`src/rtl/rb_ds_pkg.sv`:
```
package rb_ds_pkg;

   // Number of D-bit digits needed to cover N bits.
   function automatic int ceil_div(input int num, input int den);
      return (num + den - 1) / den;
   endfunction

endpackage

```
`src/rtl/rb_perm_stage.sv`:
```
// Rewiring stage: holds B already rotated for the current digit and hands
// each partial-product unit its own fixed cyclic shift. No gates on the
// shift outputs; the only logic is the register update mux.
module rb_perm_stage #(
   parameter int N = 12,
   parameter int D = 4
) (
   input  logic                clk,
   input  logic                rst_n,
   input  logic                load,
   input  logic [N-1:0]        b_in,
   input  logic                step,
   output logic [D-1:0][N-1:0] shifts
);
   localparam int SD = D % N;

   logic [N-1:0] base_q;
   logic [N-1:0] base_adv;

   // Rotate left by D places: bit j takes bit (j - D) mod N.
   for (genvar j = 0; j < N; j++) begin : g_adv
      assign base_adv[j] = base_q[(j + N - SD) % N];
   end

   always_ff @(posedge clk) begin
      if (!rst_n)    base_q <= '0;
      else if (load) base_q <= b_in;
      else if (step) base_q <= base_adv;
   end

   // Unit u sees the base rotated left by u more places.
   for (genvar u = 0; u < D; u++) begin : g_unit
      for (genvar j = 0; j < N; j++) begin : g_bit
         assign shifts[u][j] = base_q[(j + N - u) % N];
      end
   end
endmodule

```
`src/rtl/rb_pp_row.sv`:
```
// Row of D partial-product units: AND cells, an optional retiming register,
// then an XOR chain. Unit 0 starts the chain and has no XOR.
module rb_pp_row #(
   parameter int N        = 12,
   parameter int D        = 4,
   parameter bit PIPE_AND = 1'b1
) (
   input  logic                clk,
   input  logic                rst_n,
   input  logic                clr,
   input  logic                in_v,
   input  logic                in_last,
   input  logic [D-1:0]        bits,
   input  logic [D-1:0][N-1:0] shifts,
   output logic                out_v,
   output logic                out_last,
   output logic [N-1:0]        sum
);
   logic [D-1:0][N-1:0] and_w;
   logic [D-1:0][N-1:0] and_s;
   logic [D-1:0][N-1:0] chain;

   for (genvar u = 0; u < D; u++) begin : g_and
      assign and_w[u] = shifts[u] & {N{bits[u]}};
   end

   if (PIPE_AND) begin : g_retimed
      logic v_q;
      logic last_q;
      always_ff @(posedge clk) begin
         if (!rst_n) begin
            v_q    <= 1'b0;
            last_q <= 1'b0;
            and_s  <= '0;
         end else if (clr) begin
            v_q    <= 1'b0;
            last_q <= 1'b0;
         end else begin
            v_q    <= in_v;
            last_q <= in_v & in_last;
            if (in_v) and_s <= and_w;
         end
      end
      assign out_v    = v_q;
      assign out_last = last_q;
   end else begin : g_direct
      assign and_s    = and_w;
      assign out_v    = in_v;
      assign out_last = in_v & in_last;
   end

   assign chain[0] = and_s[0];
   for (genvar u = 1; u < D; u++) begin : g_xor
      assign chain[u] = chain[u-1] ^ and_s[u];
   end
   assign sum = chain[D-1];
endmodule

```
`src/rtl/rb_accum.sv`:
```
// Bank of one-bit accumulation cells plus the completion pulse.
module rb_accum #(
   parameter int N = 12
) (
   input  logic         clk,
   input  logic         rst_n,
   input  logic         clr,
   input  logic         in_v,
   input  logic         in_last,
   input  logic [N-1:0] sum,
   output logic [N-1:0] acc,
   output logic         done
);
   for (genvar j = 0; j < N; j++) begin : g_cell
      logic cell_q;
      always_ff @(posedge clk) begin
         if (!rst_n || clr) cell_q <= 1'b0;
         else if (in_v)     cell_q <= cell_q ^ sum[j];
      end
      assign acc[j] = cell_q;
   end

   always_ff @(posedge clk) begin
      if (!rst_n) done <= 1'b0;
      else        done <= in_v & in_last & ~clr;
   end
endmodule

```
`src/rtl/rb_ds_mult.sv`:
```
module rb_ds_mult #(
   parameter int N        = 12,
   parameter int D        = 4,
   parameter bit PIPE_AND = 1'b1
) (
   input  logic         clk,
   input  logic         rst_n,
   input  logic         start,
   input  logic [N-1:0] opb,
   input  logic         dig_valid,
   input  logic [D-1:0] dig_in,
   output logic [N-1:0] prod,
   output logic         done
);
   localparam int NDIG = rb_ds_pkg::ceil_div(N, D);
   localparam int CW   = $clog2(NDIG + 1);

   if (N < 2) begin : g_bad_n
      $error("rb_ds_mult: N must be at least 2");
   end
   if (D < 1 || D > N) begin : g_bad_d
      $error("rb_ds_mult: D must lie in 1..N");
   end

   logic                busy;
   logic [CW-1:0]       cnt;
   logic                accept;
   logic                last_dig;
   logic [D-1:0]        dig_mask;
   logic [D-1:0][N-1:0] shifts;
   logic                row_v;
   logic                row_last;
   logic [N-1:0]        row_sum;

   assign accept   = dig_valid & busy & ~start;
   assign last_dig = accept & (cnt == CW'(NDIG - 1));

   // Zero the padding positions of the final digit.
   always_comb begin
      for (int u = 0; u < D; u++) begin
         dig_mask[u] = ((int'(cnt) * D + u) < N);
      end
   end

   always_ff @(posedge clk) begin
      if (!rst_n) begin
         busy <= 1'b0;
         cnt  <= '0;
      end else if (start) begin
         busy <= 1'b1;
         cnt  <= '0;
      end else if (accept) begin
         cnt <= cnt + 1'b1;
         if (last_dig) busy <= 1'b0;
      end
   end

   rb_perm_stage #(.N(N), .D(D)) u_perm (
      .clk    (clk),
      .rst_n  (rst_n),
      .load   (start),
      .b_in   (opb),
      .step   (accept),
      .shifts (shifts)
   );

   rb_pp_row #(.N(N), .D(D), .PIPE_AND(PIPE_AND)) u_row (
      .clk      (clk),
      .rst_n    (rst_n),
      .clr      (start),
      .in_v     (accept),
      .in_last  (last_dig),
      .bits     (dig_in & dig_mask),
      .shifts   (shifts),
      .out_v    (row_v),
      .out_last (row_last),
      .sum      (row_sum)
   );

   rb_accum #(.N(N)) u_acc (
      .clk     (clk),
      .rst_n   (rst_n),
      .clr     (start),
      .in_v    (row_v),
      .in_last (row_last),
      .sum     (row_sum),
      .acc     (prod),
      .done    (done)
   );
endmodule

```
`config.mk`:
```
export PLATFORM = sky130hd
export DESIGN_NAME = rb_ds_mult
export DESIGN_NICKNAME = d
export VERILOG_FILES = /design/src/rtl/rb_ds_pkg.sv /design/src/rtl/rb_perm_stage.sv /design/src/rtl/rb_pp_row.sv /design/src/rtl/rb_accum.sv /design/src/rtl/rb_ds_mult.sv
export SDC_FILE = /design/constraint.sdc
export NUM_CORES = 1
export LEC_CHECK = 0
export ABC_AREA = 1
export BUFFER_PORTS_ARGS = -buffer_cell sky130_fd_sc_hd__buf_2
export CORE_ASPECT_RATIO = 1.5
export CORE_MARGIN = 3
export CORE_UTILIZATION = 64
export DETAILED_ROUTE_END_ITERATION = 6
export PLACE_DENSITY = 0.8
export SYNTH_ARGS = -nofsm -noshare
export SYNTH_HDL_FRONTEND = slang
export SYNTH_SLANG_ARGS = --single-unit
export TNS_END_PERCENT = 10
```
`constraint.sdc`:
```
create_clock -name clk -period 1.9 [get_ports clk]
set_input_delay 0 -clock clk [delete_from_list [all_inputs] [get_ports clk]]
set_output_delay 0 -clock clk [all_outputs]
set_load 0.05 [all_outputs]
```
==> results of run 1 <==
## synth_stat cells, drive strengths merged
cell / n
a21oi: 78
nand4: 2
nand2: 298
a31oi: 3
nand3: 10
dfxtp: 78
buf: 25
nor2: 37
inv: 72
xnor2: 4
clkbuf: 9
ha: 2
o21ai: 2
## logic make-up after synthesis
| kind of cell | after synthesis | synth area share (%) |
|---|---|---|
| xor gates and xnor gates | 4 | 0.874 |
| adders and majority gates | 2 | 0.624 |
| buffers and inverters | 106 | 12.5 |
| DFF | 78 | 39.0 |
| AOI/OAI and AO/OA | 83 | 10.5 |
| and+or+nand+nor | 347 | 36.6 |
## power by group through the flow
stage / clock network (mW) / logic, mW / registers [mW]
2_1_floorplan: 0 / 0.155 / 1.71
3_3_place_gp: 0 / 0.210 / 1.71
3_5_place_dp: 0 / 0.215 / 1.71
4_1_cts: 1.06 / 0.237 / 1.68
5_1_grt: 1.13 / 0.264 / 1.68
6_report: 1.05 / 0.238 / 1.68
## sequential cells by signal (all words and copies together) (netlist names)
register / flops
busy: 1
cnt: 2
u_row.and_s: 48
u_acc.g_cell.cell_q: 12
u_row.out_v: 1
u_acc.done: 1
u_row.out_last: 1
u_perm.base_q: 12
## stage by stage
step                      setup WS (ns)  std cells  power [mW]
after floorplan                   0.696        620        1.86
after global placement            0.488        700        1.92
after detailed placement          0.440        700        1.93
after CTS                         0.420        727        2.97
after global routing              0.326        727        3.07
final                             0.427        727        2.96
## final timing paths
path         slack (ns)               end            from  cells after the start
max                0.43  u_perm.base_q[1]       dig_valid                      9
min                0.03            cnt[0]           rst_n                      5
max reg2reg        0.43  u_perm.base_q[1]            busy                      7
min reg2reg        0.43        u_acc.done  u_row.out_last                      2
## worst min-delay path, delay by kind of cell
family          cells  cell delay (ns)
buf+inv             2             0.15
compound gates      2             0.12
simple gates        1             0.06
## cell type report
| class | count | area [um^2] | area share (%) |
|---|---|---|---|
| Multi-Input combinational cell | 436 | 1950 | 44.2 |
| Sequential cell | 78 | 1560 | 35.4 |
| Timing Repair Buffer | 55 | 378 | 8.58 |
| Inverter | 72 | 273 | 6.19 |
| Clock buffer | 12 | 145 | 3.29 |
| Tap cell | 72 | 90.1 | 2.04 |
| Clock inverter | 2 | 10.0 | 0.227 |
## cells in the final DEF (no fill, tap or decap), types with 2 or more instances in the layout
cell	instances
a31oi_1	3
nand2_1	297
xnor2_1	4
a21oi_1	78
clkbuf_1	2
clkbuf_8	10
nand3_1	10
dfxtp_1	78
nand4_1	2
buf_4	9
inv_1	70
o21ai_0	2
ha_1	2
clkinv_2	2
nor2_8	9
buf_2	32
dlygate4sd3_1	13
nor2_1	28
## metal layers
layer  track usage [%]  wire length (um)  vias up
met4              13.2               306        0
li1                  -                 -     1941
met1              31.2              3790     1667
met2              44.2              4290       96
met3              4.39               367       25
met5                 0                 0        -
## timing repair
item | CTS | global route
hold buffers | 13 | 0
resized for setup | 0 | 0
endpoints found under the hold margin | 13 | 0
==> summary.md, run 1 <==
| Metric | Value |
|---|---|
| ANT cells | `0` |
| Crit path largest cell delay | `0.54 ns` |
| Total gr overflow | `0` |
| #FFs+latches synth | `78` |
| Die H | `103 um` |
| Final Skew | `0.00581 ns` |
| Hold slack | `0.0269 ns` |
| Port-buffer cells | `32` |
| Area grow syn2layout | `9.89%` |
| Part of the Yosys area used for sequential elements | `39.0%` |
| Final setup viols | `0` |
| PD cells | `673 nW/um^2` |
| ANT nets after route | `0` |
| Design area | `4410 um^2` |
| Core area | `5960 um^2` |
| CTS Buf Count | `9` |
| Final core utilization | `74.0%` |
| Worst-path fanout max | `22` |
| Drt pass-1 iters | `5` |
| Sw frac | `24.6%` |
| Clk network pwr share | `35.4%` |
| Vias in the first global route | `3375` |
| # DRC | `0` |
| Fillers | `482` |
| RSZ-0062 raised after global routing | `no` |
| Synth Instances | `620` |
| Hpwl dp | `6210 um` |
| WP buf/inv | `4` |
| Top cells by area, synth | `dfxtp_1 39%, nand2_1 28%, a21oi_1 9.7%` |
| Layout cells sized above 1 | `10.1%` |
| Total Wirelength | `8760 um` |
| CTS tree | `built` |
| Largest net degree at the start of global routing | `62` |
| Max-Slew Margin vs Limit | `59.5%` |
| Max rail drop VDD | `0.501 mV` |
| Pleak | `2.01 nW` |
| Initial DRC count | `230` |
| Minimum clock period | `1.47 ns` |
| Internal | `2.24 mW` |
| Mapped cell area | `4010 um^2` |
| Slew @ Worst Pin | `0.608 ns` |
| Unique masters post-synth | `20` |
| CTS max path bufs | `2` |
| Cell taking the most area after synthesis | `dfxtp_1` |
| Routability cong. | `0.839` |
| Yosys top cell area share | `39.0%` |
| Max_cap viols | `0` |
| Slew Limit Fails | `0` |
| Initial antenna violation count | `0` |
| Root Buffer | `clkbuf_8` |
| First-pass GRT wire length | `14900 um` |
| Post-CTS Setup Bufs | `0` |
| Reg power frac | `56.5%` |
| Share of total power in combinational logic | `8.0%` |
| H-tree depth | `3` |
| GRT Overall Usage | `25.8%` |
| Crit path kind | `in2reg` |
| Post-Syn Nets | `642` |
| Placed Area | `4120 um^2` |
| CP Data Arrival Time | `1.68 ns` |
| Setup_tns | `0 ns` |
| Critical Path Slowest Stage Cell | `dlygate4sd3_1` |
| Crit-path cells | `dlygate4sd3_1, buf_2, nand2_2, nor2_8, inv_4, buf_4, nor2_8, a21oi_1, a21oi_1` |
| Fmax | `679 MHz` |
| Final worst-path cycle share | `77.6%` |
| Mean Syn Cell Area | `6.47 um^2` |
| Worst path required time | `2.10 ns` |
| Synthesis warning total | `0` |
| Top Family by Delay on Critical Path | `buffers and inverters` |
| Final hold vios | `0` |
| WL per Instance | `12.1 um` |
| Outcome | `finished clean` |
| Clock Pin Slew Worst Setup and Hold Paths | `0.07 ns` |
| CP Capture Type | `flip-flop` |
| Starting Density | `67.3%` |
| Post-layout net count | `674` |
| Vias per inst | `5.13` |
| Hold Crit Class | `in2reg` |
| P_sw | `0.728 mW` |
| Row Count | `34` |
| Startpoint type of the worst setup path | `primary input` |
| Vias | `3729` |
| CTS Sinks | `78` |
| Die area | `7270 um^2` |
| Clk_lat worst skew | `0.35 ns` |
| I/O Pins | `33` |
| Die X | `70.6 um` |
No activity file was read; power rests on OpenSTA's default activity.
==> run 2: changes to the inputs <==
--- a/config.mk
+++ b/config.mk
@@ -9,9 +9,9 @@
 export BUFFER_PORTS_ARGS = -buffer_cell sky130_fd_sc_hd__buf_2
 export CORE_ASPECT_RATIO = 1.5
 export CORE_MARGIN = 3
-export CORE_UTILIZATION = 64
+export CORE_UTILIZATION = 60
 export DETAILED_ROUTE_END_ITERATION = 6
-export PLACE_DENSITY = 0.8
+export PLACE_DENSITY = 0.76
 export SYNTH_ARGS = -nofsm -noshare
 export SYNTH_HDL_FRONTEND = slang
 export SYNTH_SLANG_ARGS = --single-unit
==> constraint.sdc (replaced) <==
create_clock -name clk -period 1.5 [get_ports clk]
set_input_delay 0 -clock clk [delete_from_list [all_inputs] [get_ports clk]]
set_output_delay 0 -clock clk [all_outputs]
set_load 0.05 [all_outputs]
==> summary.md, run 2 (synthesis gave the netlist of run 1 again) <==
| Metric | Value |
|---|---|
| Vias | `3733` |
| CP Data Arrival Time | `1.60 ns` |
| Vias in the first global route | `3386` |
| I/O Pins | `33` |
| Startpoint type of the worst setup path | `flip-flop` |
| Worst path required time | `1.78 ns` |
| Max rail drop VDD | `0.825 mV` |
| Clock Pin Slew Worst Setup and Hold Paths | `0.08 ns` |
| Pleak | `2.05 nW` |
| Max_cap viols | `0` |
| First-pass GRT wire length | `14800 um` |
| CTS max path bufs | `2` |
| Final setup viols | `0` |
| Hold slack | `0.114 ns` |
| Hpwl dp | `5980 um` |
| ANT cells | `0` |
| Initial antenna violation count | `0` |
| CTS Buf Count | `9` |
| Setup_tns | `0 ns` |
| Post-CTS Setup Bufs | `0` |
| Largest net degree at the start of global routing | `39` |
| Hold Startpoint | `start` |
| Drt pass-1 iters | `5` |
| Total power | `4.13 mW` |
| Die X | `72.7 um` |
| R2R Path Start | `busy` |
| Max FFs per register | `48` |
| Slew @ Worst Pin | `0.405 ns` |
| Final Skew | `0.00961 ns` |
| Total Wirelength | `8590 um` |
| GRT Overall Usage | `24.2%` |
| Vias per inst | `5.09` |
| Grt peak-use layer | `met2` |
| Root Buffer | `clkbuf_8` |
| Post-layout net count | `677` |
| H-tree depth | `3` |
| Max-Slew Margin vs Limit | `73.0%` |
| ANT nets after route | `0` |
| Minimum clock period | `1.32 ns` |
| Port-buffer cells | `32` |
| GR Util met3 | `4.82%` |
| CTS tree | `built` |
| Hold Crit Class | `in2reg` |
| Outcome | `finished clean` |
| # DRC | `0` |
| Crit path kind | `reg2reg` |
| Design area | `4500 um^2` |
| Row Count | `35` |
| Top flop regs | `u_row.and_s: 48 flops, u_acc.g_cell.cell_q: 12 flops, u_perm.base_q: 12 flops` |
| Total gr overflow | `0` |
| Clk_lat worst skew | `0.35 ns` |
| Starting Density | `63.6%` |
| Slew Limit Fails | `0` |
| WL per Instance | `11.7 um` |
| Placed Area | `4150 um^2` |
| CTS Sinks | `78` |
| Global Route met2 Usage | `41.3%` |
| Met1 Use GR | `28.5%` |
| Worst-path fanout max | `32` |
| Layout cells sized above 1 | `10.9%` |
| CP Capture Type | `flip-flop` |
| Top register by number of flip-flops | `u_row.and_s` |
| Final worst-path cycle share | `88.1%` |
| Commonest non-fill, non-tap cell in the layout | `nand2_1` |
| Crit. Startpoint | `busy` |
| Final hold vios | `0` |
| Die H | `106 um` |
| Initial DRC count | `269` |
| Die area | `7720 um^2` |
| PD cells | `918 nW/um^2` |
| Final core utilization | `71.3%` |
| Most frequent cells in the layout | `297 x nand2_1, 78 x a21oi_1, 78 x dfxtp_1, 70 x inv_1, 32 x buf_2` |
| Fmax | `757 MHz` |
| Core area | `6310 um^2` |
| Routability cong. | `0.802` |
| Area grow syn2layout | `12.1%` |
| RSZ-0062 raised after global routing | `no` |
## run 2: final cells by class
type / count / area (um^2)
Tap cell: 74 / 92.6
Sequential cell: 78 / 1560
Inverter: 72 / 273
Multi-Input combinational cell: 436 / 1950
Clock inverter: 2 / 37.5
Fill cell: 544 / 1810
Timing Repair Buffer: 58 / 400
Clock buffer: 14 / 183
## run 2: final timing paths
check / end / slack, ns / depth (start not counted)
hold reg to reg: u_acc.done / 0.43 / 2
setup reg to reg: u_perm.base_q[1] / 0.18 / 7
setup / recovery: u_perm.base_q[1] / 0.18 / 7
hold / removal: u_perm.base_q[2] / 0.11 / 3
## run 2: power breakdown
group	switching [mW]	leakage (nW)	internal, mW	total (mW)
Sequential	0.0207	0.631	2.10	2.12
Clock	0.750	0.109	0.952	1.70
Combinational	0.192	1.31	0.111	0.304
Total	0.963	2.05	3.16	4.13
## run 2: layer usage
layer,wire length (um),up-vias
met3,460,20
met5,0,-
met1,3580,1654
met4,282,0
li1,-,1951
met2,4270,108
## run 2: repair_timing
action                                 in CTS  in global routing
hold buffers                               13                  0
resized for setup                           0                  0
endpoints found under the hold margin      14                  0
## run 2: per-stage QoR
step	setup WS [ns]	instances
2_1_floorplan	0.296	620
3_3_place_gp	0.225	705
3_5_place_dp	0.198	705
4_1_cts	0.170	734
5_1_grt	0.0313	734
6_report	0.179	734
## run 2: critical path, cell delays in order (launching register included)
cell	delay [ns]
dfxtp_1	0.37
nand2_2	0.12
nor2_8	0.15
inv_4	0.09
buf_12	0.19
nor2_8	0.13
a21oi_1	0.06
a21oi_1	0.14
==> run 3: changes to the inputs <==
--- a/config.mk
+++ b/config.mk
@@ -9,9 +9,9 @@
 export BUFFER_PORTS_ARGS = -buffer_cell sky130_fd_sc_hd__buf_2
 export CORE_ASPECT_RATIO = 1.5
 export CORE_MARGIN = 3
-export CORE_UTILIZATION = 60
+export CORE_UTILIZATION = 64
 export DETAILED_ROUTE_END_ITERATION = 6
-export PLACE_DENSITY = 0.76
+export PLACE_DENSITY = 0.8
 export SYNTH_ARGS = -nofsm -noshare
 export SYNTH_HDL_FRONTEND = slang
 export SYNTH_SLANG_ARGS = --single-unit
==> constraint.sdc (replaced) <==
create_clock -name clk -period 1.6 [get_ports clk]
set_input_delay 0 -clock clk [delete_from_list [all_inputs] [get_ports clk]]
set_output_delay 0 -clock clk [all_outputs]
set_load 0.05 [all_outputs]
==> summary.md, run 3 (synthesis gave the netlist of run 1 again) <==
| Metric | Value |
|---|---|
| Outcome | `finished clean` |
| Worst-path fanout max | `36` |
| CTS Buf Count | `9` |
| Hold depth | `4` |
| Largest net degree at the start of global routing | `62` |
| GRT Overall Usage | `26.2%` |
| Fmax | `701 MHz` |
| Post-CTS Setup Bufs | `0` |
| Die H | `103 um` |
| RR Endpoint | `u_row.and_s[20]` |
| Critical Path Slowest Stage Cell | `dfxtp_1` |
| Total power | `3.97 mW` |
| Pleak | `2.05 nW` |
| Final non-filler cell total | `729` |
| Final worst-path cycle share | `89.1%` |
| Hold Crit Class | `in2reg` |
| Port-buffer cells | `32` |
| Row Count | `34` |
| ANT nets after route | `0` |
| Layout cells sized above 1 | `10.7%` |
| Clk_lat worst skew | `0.34 ns` |
| Top flop regs | `u_row.and_s: 48 flops, u_acc.g_cell.cell_q: 12 flops, u_perm.base_q: 12 flops` |
| Final WS setup | `0.174 ns` |
| Crit path kind | `reg2reg` |
| CP Capture Type | `flip-flop` |
| Most frequent cells in the layout | `297 x nand2_1, 78 x a21oi_1, 78 x dfxtp_1, 70 x inv_1, 32 x buf_2` |
| ANT cells | `0` |
| R2R Path Start | `busy` |
| Initial DRC count | `281` |
| Worst path required time | `1.86 ns` |
| Slew @ Worst Pin | `1.23 ns` |
| Die area | `7270 um^2` |
| Hpwl dp | `5880 um` |
| Crit-path cells | `nand2_2, nor2_8, inv_6, buf_12, nor2_8, nand2_1, a21oi_1` |
| Reg2Reg Depth | `7` |
| Routability cong. | `0.838` |
| Top routing layer used | `met4` |
| Final core utilization | `75.4%` |
| I/O Pins | `33` |
| CTS max path bufs | `2` |
| Total gr overflow | `0` |
| Top Family by Delay on Critical Path | `simple AND/OR/NAND/NOR gates` |
| R2r setup slk | `0.17 ns` |
| Crit. path cell count | `7` |
| Clock Pin Slew Worst Setup and Hold Paths | `0.08 ns` |
| CTS tree | `built` |
| CP Data Arrival Time | `1.69 ns` |
| Starting Density | `67.3%` |
| # DRC | `0` |
| Post-layout net count | `674` |
| Design area | `4490 um^2` |
| Area grow syn2layout | `12.0%` |
| H-tree depth | `3` |
| Vias per inst | `5.13` |
| Initial antenna violation count | `0` |
| PD cells | `884 nW/um^2` |
| Fillers | `494` |
| Setup_tns | `0 ns` |
| Die X | `70.6 um` |
| CTS Sinks | `78` |
| Hold slack | `0.0485 ns` |
| Drt pass-1 iters | `5` |
| Max_cap viols | `0` |
| First-pass GRT wire length | `15200 um` |
| Total Wirelength | `8690 um` |
| Placed cell count | `700` |
| Final hold vios | `0` |
| Core area | `5960 um^2` |
| Metal2 WL | `4390 um` |
| Commonest non-fill, non-tap cell in the layout | `nand2_1` |
| CP most frequent cell | `nor2_8` |
| Vias | `3739` |
| Met3 Wirelength | `424 um` |
| Final Skew | `0.00503 ns` |
| Vias in the first global route | `3506` |
| WP buf/inv | `2` |
| WHS Endpoint | `u_row.out_last` |
| RSZ-0062 raised after global routing | `no` |
| Minimum clock period | `1.43 ns` |
| Slew Limit Fails | `0` |
| Placed Area | `4120 um^2` |
| Crit path largest cell delay | `0.38 ns` |
| Max-Slew Margin vs Limit | `17.6%` |
| Hold Startpoint | `start` |
| Root Buffer | `clkbuf_8` |
| Dpl ws | `-0.0805 ns` |
| WL per Instance | `11.9 um` |
| Max FFs per register | `48` |
| Top register by number of flip-flops | `u_row.and_s` |
| WL met1 | `3540 um` |
| Startpoint type of the worst setup path | `flip-flop` |
| Max rail drop VDD | `0.808 mV` |
| Final setup viols | `0` |
## run 3: repair_timing
action,in CTS,in global routing
endpoints found under the setup margin,0,1
hold buffers,13,0
endpoints found under the hold margin,13,0
gates resized for setup,0,2
## run 3: final cells by class
class | count | area (um^2) | area share [%]
clock buffer | 13 | 169 | 3.76
multi-input combinational | 436 | 1950 | 43.5
inverter | 72 | 275 | 6.13
tap | 72 | 90.1 | 2.01
sequential | 78 | 1560 | 34.8
clock inverter | 3 | 65.1 | 1.45
timing repair buffer | 55 | 378 | 8.42
## run 3: where the power goes
part | internal, mW | switching, mW | leakage [nW] | total, mW
Combinational | 0.101 | 0.183 | 1.30 | 0.284
Clock | 1.01 | 0.691 | 0.120 | 1.70
Sequential | 1.97 | 0.0206 | 0.631 | 1.99
## run 3: metal layers
| layer | vias to the layer above | global-route usage, % |
|---|---|---|
| li1 | 1943 | - |
| met2 | 91 | 46.8 |
| met3 | 28 | 4.39 |
| met1 | 1677 | 29.9 |
| met5 | - | 0 |
| met4 | 0 | 14.0 |
## run 3: worst min-delay path, delay by kind of cell
family	cells	cell delay (ns)
simple gates	3	0.19
buf+inv	1	0.15
## run 3: how the worst max path moves through the flow
stage / start / end / slack [ns]
floorplan: cnt[0] / u_row.and_s[17] / 0.40
global placement: start / cnt[0] / 0.11
detailed placement: start / cnt[1] / -0.08
CTS: busy / u_row.and_s[43] / 0.09
global route: busy / u_row.and_s[8] / 0.06
finish: busy / u_row.and_s[20] / 0.17
